$ cat config.mk
export PLATFORM = sky130hd
export DESIGN_NAME = fuse_strobe_timer
export DESIGN_NICKNAME = d
export VERILOG_FILES = /design/src/rtl/fst_pkg.sv /design/src/rtl/fst_cfg_decode.sv /design/src/rtl/fst_phase_cnt.sv /design/src/rtl/fst_shifter.sv /design/src/rtl/fuse_strobe_timer.sv
export SDC_FILE = /design/constraint.sdc
export NUM_CORES = 1
export LEC_CHECK = 0
export ABC_AREA = 1
export BUFFER_PORTS_ARGS = -buffer_cell sky130_fd_sc_hd__buf_2
export CORE_MARGIN = 4
export CORE_UTILIZATION = 62
export CTS_BUF_LIST = sky130_fd_sc_hd__clkbuf_4
export DETAILED_ROUTE_END_ITERATION = 12
export PLACE_DENSITY = 0.95
export SLEW_MARGIN = 20
export SYNTH_ARGS = -nofsm -noshare
export SYNTH_HDL_FRONTEND = slang
export SYNTH_HIERARCHICAL = 1
export SYNTH_SLANG_ARGS = --single-unit
$ cat constraint.sdc
create_clock -name clk -period 2.93 [get_ports clk]
set_input_delay 0.293 -clock clk [delete_from_list [all_inputs] [get_ports clk]]
set_output_delay 0.293 -clock clk [all_outputs]
set_load 0.01 [all_outputs]
$ cat src/rtl/fst_pkg.sv
// Shared types for the fuse strobe sequencer.
package fst_pkg;
    typedef enum logic [2:0] {
        ST_IDLE,
        ST_PRE,
        ST_STB,
        ST_POST,
        ST_SHIFT,
        ST_FIN
    } fst_state_e;
endpackage

$ cat src/rtl/fst_cfg_decode.sv
// Unpacks the timing word into counter load values (length minus one).
// Assumes CNT_W is wide enough for the widest field (12 bits).
// ALT_LAYOUT=0: prog [11:0], guard [15:12], read [21:16].
// ALT_LAYOUT=1: prog [11:0], source-enable guard [19:12], read reuses prog.
module fst_cfg_decode #(
    parameter int CFG_W      = 32,
    parameter int CNT_W      = 12,
    parameter int ALT_LAYOUT = 0
) (
    input  logic [CFG_W-1:0] cfg,
    output logic [CNT_W-1:0] guard_ld,
    output logic [CNT_W-1:0] prog_ld,
    output logic [CNT_W-1:0] read_ld
);
    localparam int PROG_W = 12;

    logic [PROG_W-1:0] prog_f;
    assign prog_f = cfg[PROG_W-1:0];

    // A zero strobe field still gives one cycle.
    assign prog_ld = (prog_f == '0) ? '0 : CNT_W'(prog_f - 1'b1);

    generate
        if (ALT_LAYOUT == 0) begin : g_std
            logic [3:0] guard_f;
            logic [5:0] read_f;
            logic       unused_hi;
            assign guard_f   = cfg[15:12];
            assign read_f    = cfg[21:16];
            assign unused_hi = ^cfg[CFG_W-1:22];
            assign guard_ld  = CNT_W'(guard_f);
            assign read_ld   = (read_f == '0) ? '0 : CNT_W'(read_f - 1'b1);
        end else begin : g_alt
            logic [7:0] guard_f;
            logic       unused_hi;
            assign guard_f   = cfg[19:12];
            assign unused_hi = ^cfg[CFG_W-1:20];
            assign guard_ld  = CNT_W'(guard_f);
            assign read_ld   = prog_ld;
        end
    endgenerate
endmodule

$ cat src/rtl/fst_phase_cnt.sv
// Down counter for one phase: loaded with length-1, flags zero on the
// final cycle of the phase. Holds at zero when not loaded.
module fst_phase_cnt #(
    parameter int CNT_W = 12
) (
    input  logic             clk,
    input  logic             rst_n,
    input  logic             load,
    input  logic [CNT_W-1:0] load_val,
    output logic             is_zero
);
    logic [CNT_W-1:0] cnt_q;

    // Count down toward zero, reload on request.
    always_ff @(posedge clk) begin
        if (!rst_n)               cnt_q <= '0;
        else if (load)            cnt_q <= load_val;
        else if (cnt_q != '0)     cnt_q <= cnt_q - 1'b1;
    end

    assign is_zero = (cnt_q == '0);
endmodule

$ cat src/rtl/fst_shifter.sv
// Program data register: parallel load, right shift with zero fill.
module fst_shifter #(
    parameter int W = 32
) (
    input  logic         clk,
    input  logic         rst_n,
    input  logic         load,
    input  logic [W-1:0] load_val,
    input  logic         shift,
    output logic [W-1:0] q
);
    // Load has priority over shift.
    always_ff @(posedge clk) begin
        if (!rst_n)      q <= '0;
        else if (load)   q <= load_val;
        else if (shift)  q <= {1'b0, q[W-1:1]};
    end
endmodule

$ cat src/rtl/fuse_strobe_timer.sv
// Fuse strobe sequencer top. Runs guard/strobe/guard around each 1 bit
// of the program word (LSB first) or around one read strobe.
// Assumes prog_word is already masked and fuse_rdata is stable while
// the read strobe is high. BITS must be at least 2.
module fuse_strobe_timer #(
    parameter int BITS       = 32,
    parameter int CFG_W      = 32,
    parameter int CNT_W      = 12,
    parameter int ALT_LAYOUT = 0
) (
    input  logic            clk,
    input  logic            rst_n,
    input  logic [CFG_W-1:0] timing_cfg,
    input  logic            start,
    input  logic            prog_mode,
    input  logic [BITS-1:0] prog_word,
    input  logic [BITS-1:0] fuse_rdata,
    output logic            fuse_strobe,
    output logic            bit_en,
    output logic            ser_bit,
    output logic            busy,
    output logic            done,
    output logic [BITS-1:0] rd_word
);
    import fst_pkg::*;

    localparam int IDX_W = $clog2(BITS);
    localparam logic [IDX_W-1:0] LAST_IDX = IDX_W'(BITS - 1);

    fst_state_e       st_q, st_d;
    logic             mode_q;
    logic [CNT_W-1:0] guard_q, sprog_q, sread_q;
    logic [CNT_W-1:0] dec_guard, dec_prog, dec_read;
    logic [IDX_W-1:0] idx_q;
    logic [BITS-1:0]  sh_q;
    logic             cnt_ld, cnt_zero, sh_ld, sh_en, cfg_ld, cap_en;
    logic [CNT_W-1:0] cnt_val;
    logic [BITS-1:0]  sh_val;

    fst_cfg_decode #(.CFG_W(CFG_W), .CNT_W(CNT_W), .ALT_LAYOUT(ALT_LAYOUT)) dec_i (
        .cfg(timing_cfg), .guard_ld(dec_guard), .prog_ld(dec_prog), .read_ld(dec_read)
    );

    fst_phase_cnt #(.CNT_W(CNT_W)) cnt_i (
        .clk(clk), .rst_n(rst_n), .load(cnt_ld), .load_val(cnt_val), .is_zero(cnt_zero)
    );

    fst_shifter #(.W(BITS)) sh_i (
        .clk(clk), .rst_n(rst_n), .load(sh_ld), .load_val(sh_val), .shift(sh_en), .q(sh_q)
    );

    // Next-state and phase-load decisions.
    always_comb begin
        st_d    = st_q;
        cnt_ld  = 1'b0;
        cnt_val = '0;
        sh_ld   = 1'b0;
        sh_val  = '0;
        sh_en   = 1'b0;
        cfg_ld  = 1'b0;
        cap_en  = 1'b0;
        unique case (st_q)
            ST_IDLE: if (start) begin
                cfg_ld  = 1'b1;
                sh_ld   = 1'b1;
                sh_val  = prog_mode ? prog_word : '0;
                cnt_ld  = 1'b1;
                cnt_val = dec_guard;
                st_d    = (prog_mode && !prog_word[0]) ? ST_SHIFT : ST_PRE;
            end
            ST_PRE: if (cnt_zero) begin
                cnt_ld  = 1'b1;
                cnt_val = mode_q ? sprog_q : sread_q;
                st_d    = ST_STB;
            end
            ST_STB: if (cnt_zero) begin
                cnt_ld  = 1'b1;
                cnt_val = guard_q;
                cap_en  = !mode_q;
                st_d    = ST_POST;
            end
            ST_POST: if (cnt_zero) st_d = mode_q ? ST_SHIFT : ST_FIN;
            ST_SHIFT: begin
                sh_en = 1'b1;
                if (idx_q == LAST_IDX) begin
                    st_d = ST_FIN;
                end else if (sh_q[1]) begin
                    cnt_ld  = 1'b1;
                    cnt_val = guard_q;
                    st_d    = ST_PRE;
                end
            end
            ST_FIN:  st_d = ST_IDLE;
            default: st_d = ST_IDLE;
        endcase
    end

    // State, captured fields, bit index and read capture.
    always_ff @(posedge clk) begin
        if (!rst_n) begin
            st_q    <= ST_IDLE;
            mode_q  <= 1'b0;
            guard_q <= '0;
            sprog_q <= '0;
            sread_q <= '0;
            idx_q   <= '0;
            rd_word <= '0;
        end else begin
            st_q <= st_d;
            if (cfg_ld) begin
                mode_q  <= prog_mode;
                guard_q <= dec_guard;
                sprog_q <= dec_prog;
                sread_q <= dec_read;
                idx_q   <= '0;
            end else if (sh_en) begin
                idx_q <= idx_q + 1'b1;
            end
            if (cap_en) rd_word <= fuse_rdata;
        end
    end

    assign fuse_strobe = (st_q == ST_STB);
    assign bit_en      = mode_q && (st_q == ST_PRE || st_q == ST_STB || st_q == ST_POST);
    assign ser_bit     = sh_q[0];
    assign busy        = (st_q != ST_IDLE);
    assign done        = (st_q == ST_FIN);
endmodule

* Yosys cells after proc, flatten, opt, wreduce, memory -nomap -nowiden *
Index checks and enable logic that the tools add are counted.

operators by class
  add/sub/neg operators = 4
  equality and inequality tests = 11
  mux-type cells = 34
  bitwise logic cells = 1
  reduce and logical (&&, ||, !) cells = 17

operator list
  operator                                                                 count
  32-bit 2-to-1 mux                                                        5
  12-bit 2-to-1 mux                                                        6
  12-bit one-hot mux with 4 select lines                                   1
  12-bit logical NOT                                                       2
  12-bit by 1-bit subtractor with 12-bit output, second input constant     2
  3-bit 2-to-1 mux                                                         7
  4-bit 2-to-1 mux                                                         4
  3-bit one-hot mux with 5 select lines                                    1
  12-bit nonzero test                                                      1
  1-bit 2-to-1 mux                                                         9
  6-bit by 1-bit subtractor with 7-bit output, second input constant       1
  3-bit by 2-bit == test with 1-bit output, second input constant          2
  3-bit == test, second input constant                                     2
  6-bit logical NOT                                                        1
  2-bit by 1-bit inequality test with 1-bit output, second input constant  3
  5-bit by 1-bit adder with 5-bit output, second input constant            1
  5-bit == test, second input constant                                     1
  5-bit AND reduction                                                      1
  2-bit nonzero test                                                       2
  2-bit OR reduction                                                       2
  3-bit by 1-bit == test with 1-bit output, second input constant          1
  3-bit logical NOT                                                        1
  3-bit by 2-bit inequality test with 1-bit output, second input constant  1
  1-bit one-hot mux with 3 select lines                                    1
  6 further kinds                                                          9

word-level totals
  flip-flop bits (word level) = 113
  input bits = 100
  output and inout bits = 37
  word-level logic and storage cells = 76

* Longest topological paths before layout *
Gate-level depths: netlist of run 1.

  word-level depth = 5
  depth in mapped cells = 15
  depth with buffers taken out = 14

* Modules after synthesis *
Netlist of run 1, hierarchy kept.

modules (own cells, without submodules)
  module             instances  cells an instance  area each (µm²)  sequential area each (µm²)
  fuse_strobe_timer  1          517                3,607.2          1,541.5
  fst_shifter        1          269                1,750.4          640.6
  fst_phase_cnt      1          139                850.8            240.2
  fst_cfg_decode     1          128                676.9            0.0

* Worst setup path before layout of run 1 *
OpenSTA, ideal clock, no wires.

  path kind = register to register
  start = reg st_q[2]
  end = reg cnt_i.cnt_q[1]
  library setup time = 0.118 ns
  arrival time = 1.750 ns
  data required time = 2.812 ns
  slack = 1.062 ns
  cell stages (with the launch flop) = 10
  buffers on the path = 2
  period minus slack after synthesis = 1.868 ns
  path through = dfxtp_1 > buf_4 > inv_4 > nor2_4 > nand2_1 > o211ai_1 > buf_2 > nor2_1 > a21oi_1 > a21oi_1

on the way
  cells in the longest elaborated chain, start to end = 4
  elaborated cells on any way between the ends = 9

ends and longest elaborated chain
  element                                                                                               RTL line                  source
  start, declared                                                                                       fuse_strobe_timer.sv:30   fst_state_e st_q, st_d;
  start signal, assigned                                                                                fuse_strobe_timer.sv:109  st_q <= st_d;
  3-bit by 2-bit == test with 1-bit output or 3-bit by 1-bit == test with 1-bit output (tied branches)  fuse_strobe_timer.sv:62   unique case (st_q)
  2-bit OR reduction (no line)                                                                          -
  1-bit one-hot mux with 3 select lines *                                                               fuse_strobe_timer.sv:62
  net cnt_ld                                                                                            fuse_strobe_timer.sv:36   logic cnt_ld, cnt_zero, sh_ld, sh_en, cfg_ld, cap_en;
  12-bit 2-to-1 mux or 2-bit nonzero test (tied branches)                                               -
  end signal, assigned                                                                                  fst_phase_cnt.sv:17       else if (load) cnt_q <= load_val;
  end signal, assigned                                                                                  fst_phase_cnt.sv:18       else if (cnt_q != '0) cnt_q <= cnt_q - 1'b1;
  end, declared                                                                                         fst_phase_cnt.sv:12       logic [CNT_W-1:0] cnt_q;

The timed path passes the listed nets; every way through them passes the cells marked *.
A chain may end at the register's enable or synchronous reset.

* Worst setup path in the final report of run 1 *
  start = reg st_q[2]
  end = reg sh_i.q[28]

on the way
  cells in the longest elaborated chain, start to end = 3
  elaborated cells on any way between the ends = 7

ends and longest elaborated chain
  element               RTL line                 source
  3-bit logical NOT     fuse_strobe_timer.sv:62
  32-bit 2-to-1 mux     fuse_strobe_timer.sv:62
  net sh_val[28]        fuse_strobe_timer.sv:38  logic [BITS-1:0] sh_val;
  32-bit 2-to-1 mux     fst_shifter.sv:15        else if (load) q <= load_val;
  end signal, assigned  fst_shifter.sv:15
  end signal, assigned  fst_shifter.sv:16        else if (shift) q <= {1'b0, q[W-1:1]};
  end, declared         fst_shifter.sv:10        output logic [W-1:0] q

The timed path passes the listed nets, and every way through them passes these cells.

==> run_results.csv, run 1 <==
group,metric,value,unit
clock_tree,h-tree-depth,4,
hold_path,holdPathStages,3,
run_status,status,"finished, final reports clean",
floorplanning,design.die.area,12900,sq um
floorplanning,die_x,113,microns
route,ant_nets,0,
timing,fin_tns_setup,0,ns
setup_path,critPathLaunchType,"register",
route,wl,15.8,mm
place,dp.cells,1273,
grt,grt_pass1_wl,26.5,mm
timing,hold_viol,0,
clock_tree,cts_buffers,17,
floorplanning,pin_count,137,
setup_path,crit_top_cell,"nand2_1",
route,met3_length,1.04,mm
floorplanning,fp.coreArea,10800,sq um
grt,grtUsageTotal,24.4,%
final_layout,syn_to_final_growth,11.3,%
logic_synthesis,yosysTopAreaCellShare,35.2,%
final_layout,final_area,7660,sq um
place,place_hpwl,11.0,mm
setup_path,cp.depth,9,
setup_path,arrival,2.77,ns
timing,clock_skew,0.0233,ns
job,drv_cap,0,
logic_synthesis,synth_cell_type_count,38,
logic_synthesis,ys_warn_count,6,
setup_path,critical_path_class,"register to register",
setup_path,cp.buffers_inverters,2,
setup_path,cp-end-kind,"register",
floorplanning,die_h,113,microns
place,portBuffers,126,
final_layout,final_cell_mix,"nand2_1 (294), inv_1 (157), buf_2 (126)",
clock_tree,cts_resized,0,
route,dr.max_layer_used,"met4",
setup_path,cp_slowest_cell,"nand2_2",
logic_synthesis,synth_top_area_cell,"dfxtp_1",
setup_path,r2r.worst_path.cells,9,
route,wl_met1,6.62,mm
final_layout,multi_input_area,3410,sq um
timing,period_needed,2.33,ns
grt,grt_pass1_vias,6214,
timing,rsz0062_at_grt,"no",
final_layout,layout_commonest_cell,"nand2_1",
logic_synthesis,yosysSeqAreaShare,35.2,%
power,peakVddDrop,0.509,mV
logic_synthesis,netlist_area,6890,sq um
place,place_area,7340,sq um
timing,worst_pin_slew,0.715,ns
route,routed-via-count,6694,
clock_tree,clkSlewWorstSetupHoldPaths,0.13,ns
setup_path,critPathMaxFanout,37,
clock_tree,cts_sinks,121,
route,drt_iter0_drc,524,
clock_tree,cts_buffer_depth,2,
floorplanning,row_count,38,
route,via_per_inst,5.12,
timing,fmax,430,MHz
route,drtPass1Iterations,5,
clock_tree,cts_tree,"built",
clock_tree,clockRootBuffer,"clkbuf_4",
logic_synthesis,ys_ff_latch,121,
place,pre_cts_ws,0.663,ns
setup_path,crit_chain,"inv_4 -> nand2_4 -> nor2_8 -> nand2_2 -> nor2_1 -> inv_1 -> nand2_1 -> nand2_1 -> a21oi_2",
clock_tree,clk_latency,0.53,ns
hold_path,hold_path.class,"input pin to register",
setup_path,cp_slowest_stage_delay,0.53,ns
route,wl_per_cell,12.0,microns
grt,antenna_found_initial,0,
timing,maxSlewViolCount,0,
final_layout,nets,1263,
final_layout,drive_gt1_share,20.2,%
timing,setup_slack,0.604,ns
logic_synthesis,synthCells,1053,
final_layout,fin_cells,1308,
floorplanning,start_util,63.5,%
route,wl_met2,7.74,mm
grt,grt_max_degree,65,
final_layout,regArea,2420,sq um
power,power_leakage,3.68,nW
timing,slew_headroom,52.3,%
logic_synthesis,syn_avg_cell_area,6.54,sq um
clock_tree,ctsHoldBuffers,2,
route,drc,0,
final_layout,filler_cell_count,917,
place,gp_congestion,0.877,
timing,setup_viol,0,
clock_tree,post-cts-setup-buffers,0,
setup_path,required,3.38,ns
setup_path,path_delay_family,"simple AND/OR/NAND/NOR gates",
timing,timing.final.crit_share,79.4,%
power,powerDensity,745,nW/um^2
grt,grt-ovfl-total,0,
logic_synthesis,synth_area_leaders,"dfxtp_1 (35%), nand2_1 (16%), inv_1 (8.6%), nor2_1 (5.9%), a21oi_1 (5.6%)",
synthesized netlist by cell type (all sizes together):
library cell	number
nand2	304
inv	164
nor2	127
dfxtp	121
a21oi	108
o21ai	85
buf	51
nand3	43
clkbuf	12
ha	9
nor3	8
xor2	5
nand4	4
nand3b	2
and3	1
clkinv	1
conb	1
nor3b	1
nor4	1
o211ai	1
o21bai	1
o22ai	1
or2	1
xnor2	1
power breakdown:
group | internal [mW] | switching [mW] | leakage (nW) | total (mW)
Combinational | 0.759 | 1.50 | 2.54 | 2.26
Clock | 0.590 | 0.671 | 0.153 | 1.26
Sequential | 1.98 | 0.212 | 0.991 | 2.19
sequential cells by signal, indices dropped and copies added (netlist names):
name,cells
cnt_i/cnt_q,12
sread_q,12
idx_q,5
rd_word,32
sprog_q,12
sh_i/q,32
st_q,3
guard_q,12
mode_q,1
path summary, 6_finish.rpt:
| kind | endpoint | slack, ns | from |
|---|---|---|---|
| worst max-delay path | sh_i/q[28] | 0.60 | st_q[2] |
| worst min-delay path | guard_q[2] | 0.03 | timing_cfg[14] |
| worst max register to register | sh_i/q[28] | 0.60 | st_q[2] |
| worst min register to register | rd_word[20] | 0.45 | rd_word[20] |
metrics by stage:
stage	hold WS, ns	utilization (%)	total power, mW
5_1_grt	0.00742	70.6	6.12
4_1_cts	0.00135	70.6	5.70
2_1_floorplan	0.391	-	4.05
3_5_place_dp	0.431	67.7	4.43
6_report	0.0266	70.7	5.71
3_3_place_gp	0.427	67.7	4.34
cells by family after synthesis:
family,count (synthesis),share of synthesized area (%)
xor+xnor,6,0.763
flops,121,35.2
simple gates,492,30.5
buf+inv,228,15.6
other cells,1,0.0545
fa+ha+maj,9,1.64
compound gates,196,16.2
worst min-delay path: stages:
cell and delay [ns]:
buf_2 0.10, nand2_1 0.07, a21oi_1 0.06
layer usage:
metal	vias up	GRT usage [%]
met5	-	0
met3	30	4.88
met1	3003	29.9
met4	0	10.2
li1	3432	-
met2	229	42.0
cell type report:
| type | count | area share [%] |
|---|---|---|
| Antenna cell | 1 | 0.0327 |
| Clock inverter | 15 | 2.27 |
| Timing Repair Buffer | 138 | 9.47 |
| Multi-Input combinational cell | 711 | 44.5 |
| Sequential cell | 121 | 31.6 |
| Tap cell | 140 | 2.29 |
| Inverter | 165 | 8.12 |
| Clock buffer | 17 | 1.67 |
(Power assumes the default switching activity.)
==> inputs of run 2 (changes only) <==
Settings changed: CORE_UTILIZATION 62 to 58, PLACE_DENSITY 0.95 to 0.93.
Clock period 2.93 ns to 2.25 ns, I/O delays scaled along.
==> run 2 against run 1 <==
Compared with the run above: cell area up 5.0%; the flow now finishes with violations (negative hold slack); sequential share of layout area decreased by 1.5 points; global-route usage is 0.17 points higher; setup slack worse by 0.42 ns; utilization is 0.81 points lower; sequential cell count stayed put; register-to-register slack worse by 0.42 ns; critical path depth shrank 1; die area increased by 6.4%; hold slack worse by 0.027 ns.
==> run_results.csv, run 2 (synthesis gave the netlist of run 1 again) <==
group,metric,value,unit
grt,grt_pass1_vias,6299,
power,power_leakage,3.84,nW
place,portBuffers,126,
floorplanning,fp.coreArea,11500,sq um
timing,period_needed,2.07,ns
timing,fmax,483,MHz
power,power,7.49,mW
final_layout,syn_to_final_growth,16.8,%
grt,grt-ovfl-total,0,
route,drtPass1Iterations,5,
setup_path,critPathMaxFanout,32,
setup_path,arrival,2.51,ns
setup_path,required,2.69,ns
hold_path,hold_end,"rd_word[19]",
grt,grtUsageTotal,24.6,%
clock_tree,clockRootBuffer,"clkbuf_4",
clock_tree,cts_sinks,121,
run_status,violations,"negative hold slack",
floorplanning,start_util,59.8,%
final_layout,filler_cell_count,948,
timing,clock_skew,0.0208,ns
final_layout,layout_commonest_cell,"nand2_1",
hold_path,holdPathStages,3,
place,gp_congestion,0.944,
setup_path,critPathLaunchType,"register",
floorplanning,pin_count,137,
place,place_area,7390,sq um
route,routed-via-count,6903,
setup_path,critical_path_class,"register to register",
job,drv_cap,0,
setup_path,rrSetupSlack,0.18,ns
timing,timing.final.crit_share,92.0,%
setup_path,r2r.worst_path.cells,8,
timing,hold_viol,1,
setup_path,r2r_end,"rd_word[2]",
power,peakVddDrop,0.660,mV
floorplanning,row_count,39,
grt,antenna_found_initial,0,
route,wl,17.1,mm
clock_tree,cts_buffer_depth,2,
route,drt_iter0_drc,501,
clock_tree,clkSlewWorstSetupHoldPaths,0.12,ns
route,drc,0,
timing,fin_tns_setup,0,ns
run_status,status,"finished, violations left",
final_layout,final_cell_mix,"nand2_1 (294), inv_1 (156), buf_2 (126)",
timing,maxSlewViolCount,0,
final_layout,nets,1302,
hold_path,hold_path.class,"input pin to register",
grt,grt_max_degree,65,
route,wl_per_cell,12.7,microns
place,place_hpwl,11.0,mm
setup_path,cp-end-kind,"register",
route,via_per_inst,5.11,
timing,rsz0062_at_grt,"no",
timing,hold_slack,-0.000500,ns
power,powerDensity,931,nW/um^2
clock_tree,cts_tree,"built",
hold_path,min_from,"fuse_rdata[19]",
final_layout,regArea,2420,sq um
final_layout,final_area,8050,sq um
grt,grt_pass1_wl,27.5,mm
timing,slew_headroom,57.1,%
floorplanning,die_h,117,microns
clock_tree,post-cts-setup-buffers,0,
clock_tree,h-tree-depth,4,
floorplanning,design.die.area,13700,sq um
timing,setup_viol,0,
floorplanning,die_x,117,microns
timing,setup_slack,0.180,ns
clock_tree,cts_buffers,17,
timing,worst_pin_slew,0.642,ns
route,ant_nets,0,
final_layout,top_regs,"rd_word (32), sh_i/q (32)",
place,pre_cts_ws,0.0986,ns
final_layout,drive_gt1_share,20.3,%
setup_path,r2r-start,"cnt_i/cnt_q[0]",
clock_tree,clk_latency,0.53,ns
final_layout,multi_input_area,3430,sq um
run 2: report_power, final:
group	internal (mW)	total, mW	switching (mW)
Combinational	1.09	3.10	2.01
Clock	0.679	1.56	0.880
Sequential	2.57	2.83	0.261
Total	4.34	7.49	3.15
run 2: cell type report:
class                           instances  share of cell area [%]
Timing Repair Buffer                  176                    13.7
Inverter                              165                    7.76
Sequential cell                       121                    30.1
Clock buffer                           18                    1.68
Antenna cell                            1                  0.0311
Tap cell                              143                    2.22
Clock inverter                         14                    1.82
Multi-Input combinational cell        712                    42.6
run 2: critical path: stages (launching register included):
cell	delay, ns
dfxtp_1	0.35
inv_1	0.11
ha_2	0.21
nand2_1	0.06
nor2_1	0.11
nand2_1	0.12
inv_4	0.13
nand3_2	0.51
a21oi_1	0.39
run 2: worst max path at each step:
stage / start / end / slack [ns]
floorplan: st_q[2] / cnt_i/cnt_q[1] / 0.38
global placement: cnt_i/cnt_q[0] / rd_word[16] / 0.19
detailed placement: cnt_i/cnt_q[0] / rd_word[19] / 0.1
CTS: cnt_i/cnt_q[0] / rd_word[19] / 0.07
global route: cnt_i/cnt_q[0] / cnt_i/cnt_q[0] / 0.01
finish: cnt_i/cnt_q[0] / rd_word[2] / 0.18
run 2: what timing repair did:
item / CTS / global route
endpoints found under the hold margin: 35 / 0
hold buffers: 35 / 0
endpoints found under the setup margin: 0 / 35
gates resized for setup: 0 / 4
run 2: through the flow:
| stage | utilization, % | std cells | hold WS (ns) |
|---|---|---|---|
| floorplan | - | 1060 | 0.323 |
| global placement | 64.2 | 1281 | 0.428 |
| detailed placement | 64.2 | 1281 | 0.431 |
| CTS | 69.7 | 1348 | 0.000292 |
| global route | 69.8 | 1349 | 0.0200 |
| finish | 69.9 | 1350 | -0.000500 |
run 2: layer usage:
layer  global-route usage, %  vias up  wire [microns]
met5                       0        -               0
met4                    9.40        0             415
met3                    6.17       40            1090
met2                    42.0      241            8450
met1                    29.9     3106            7180
li1                        -     3516               -
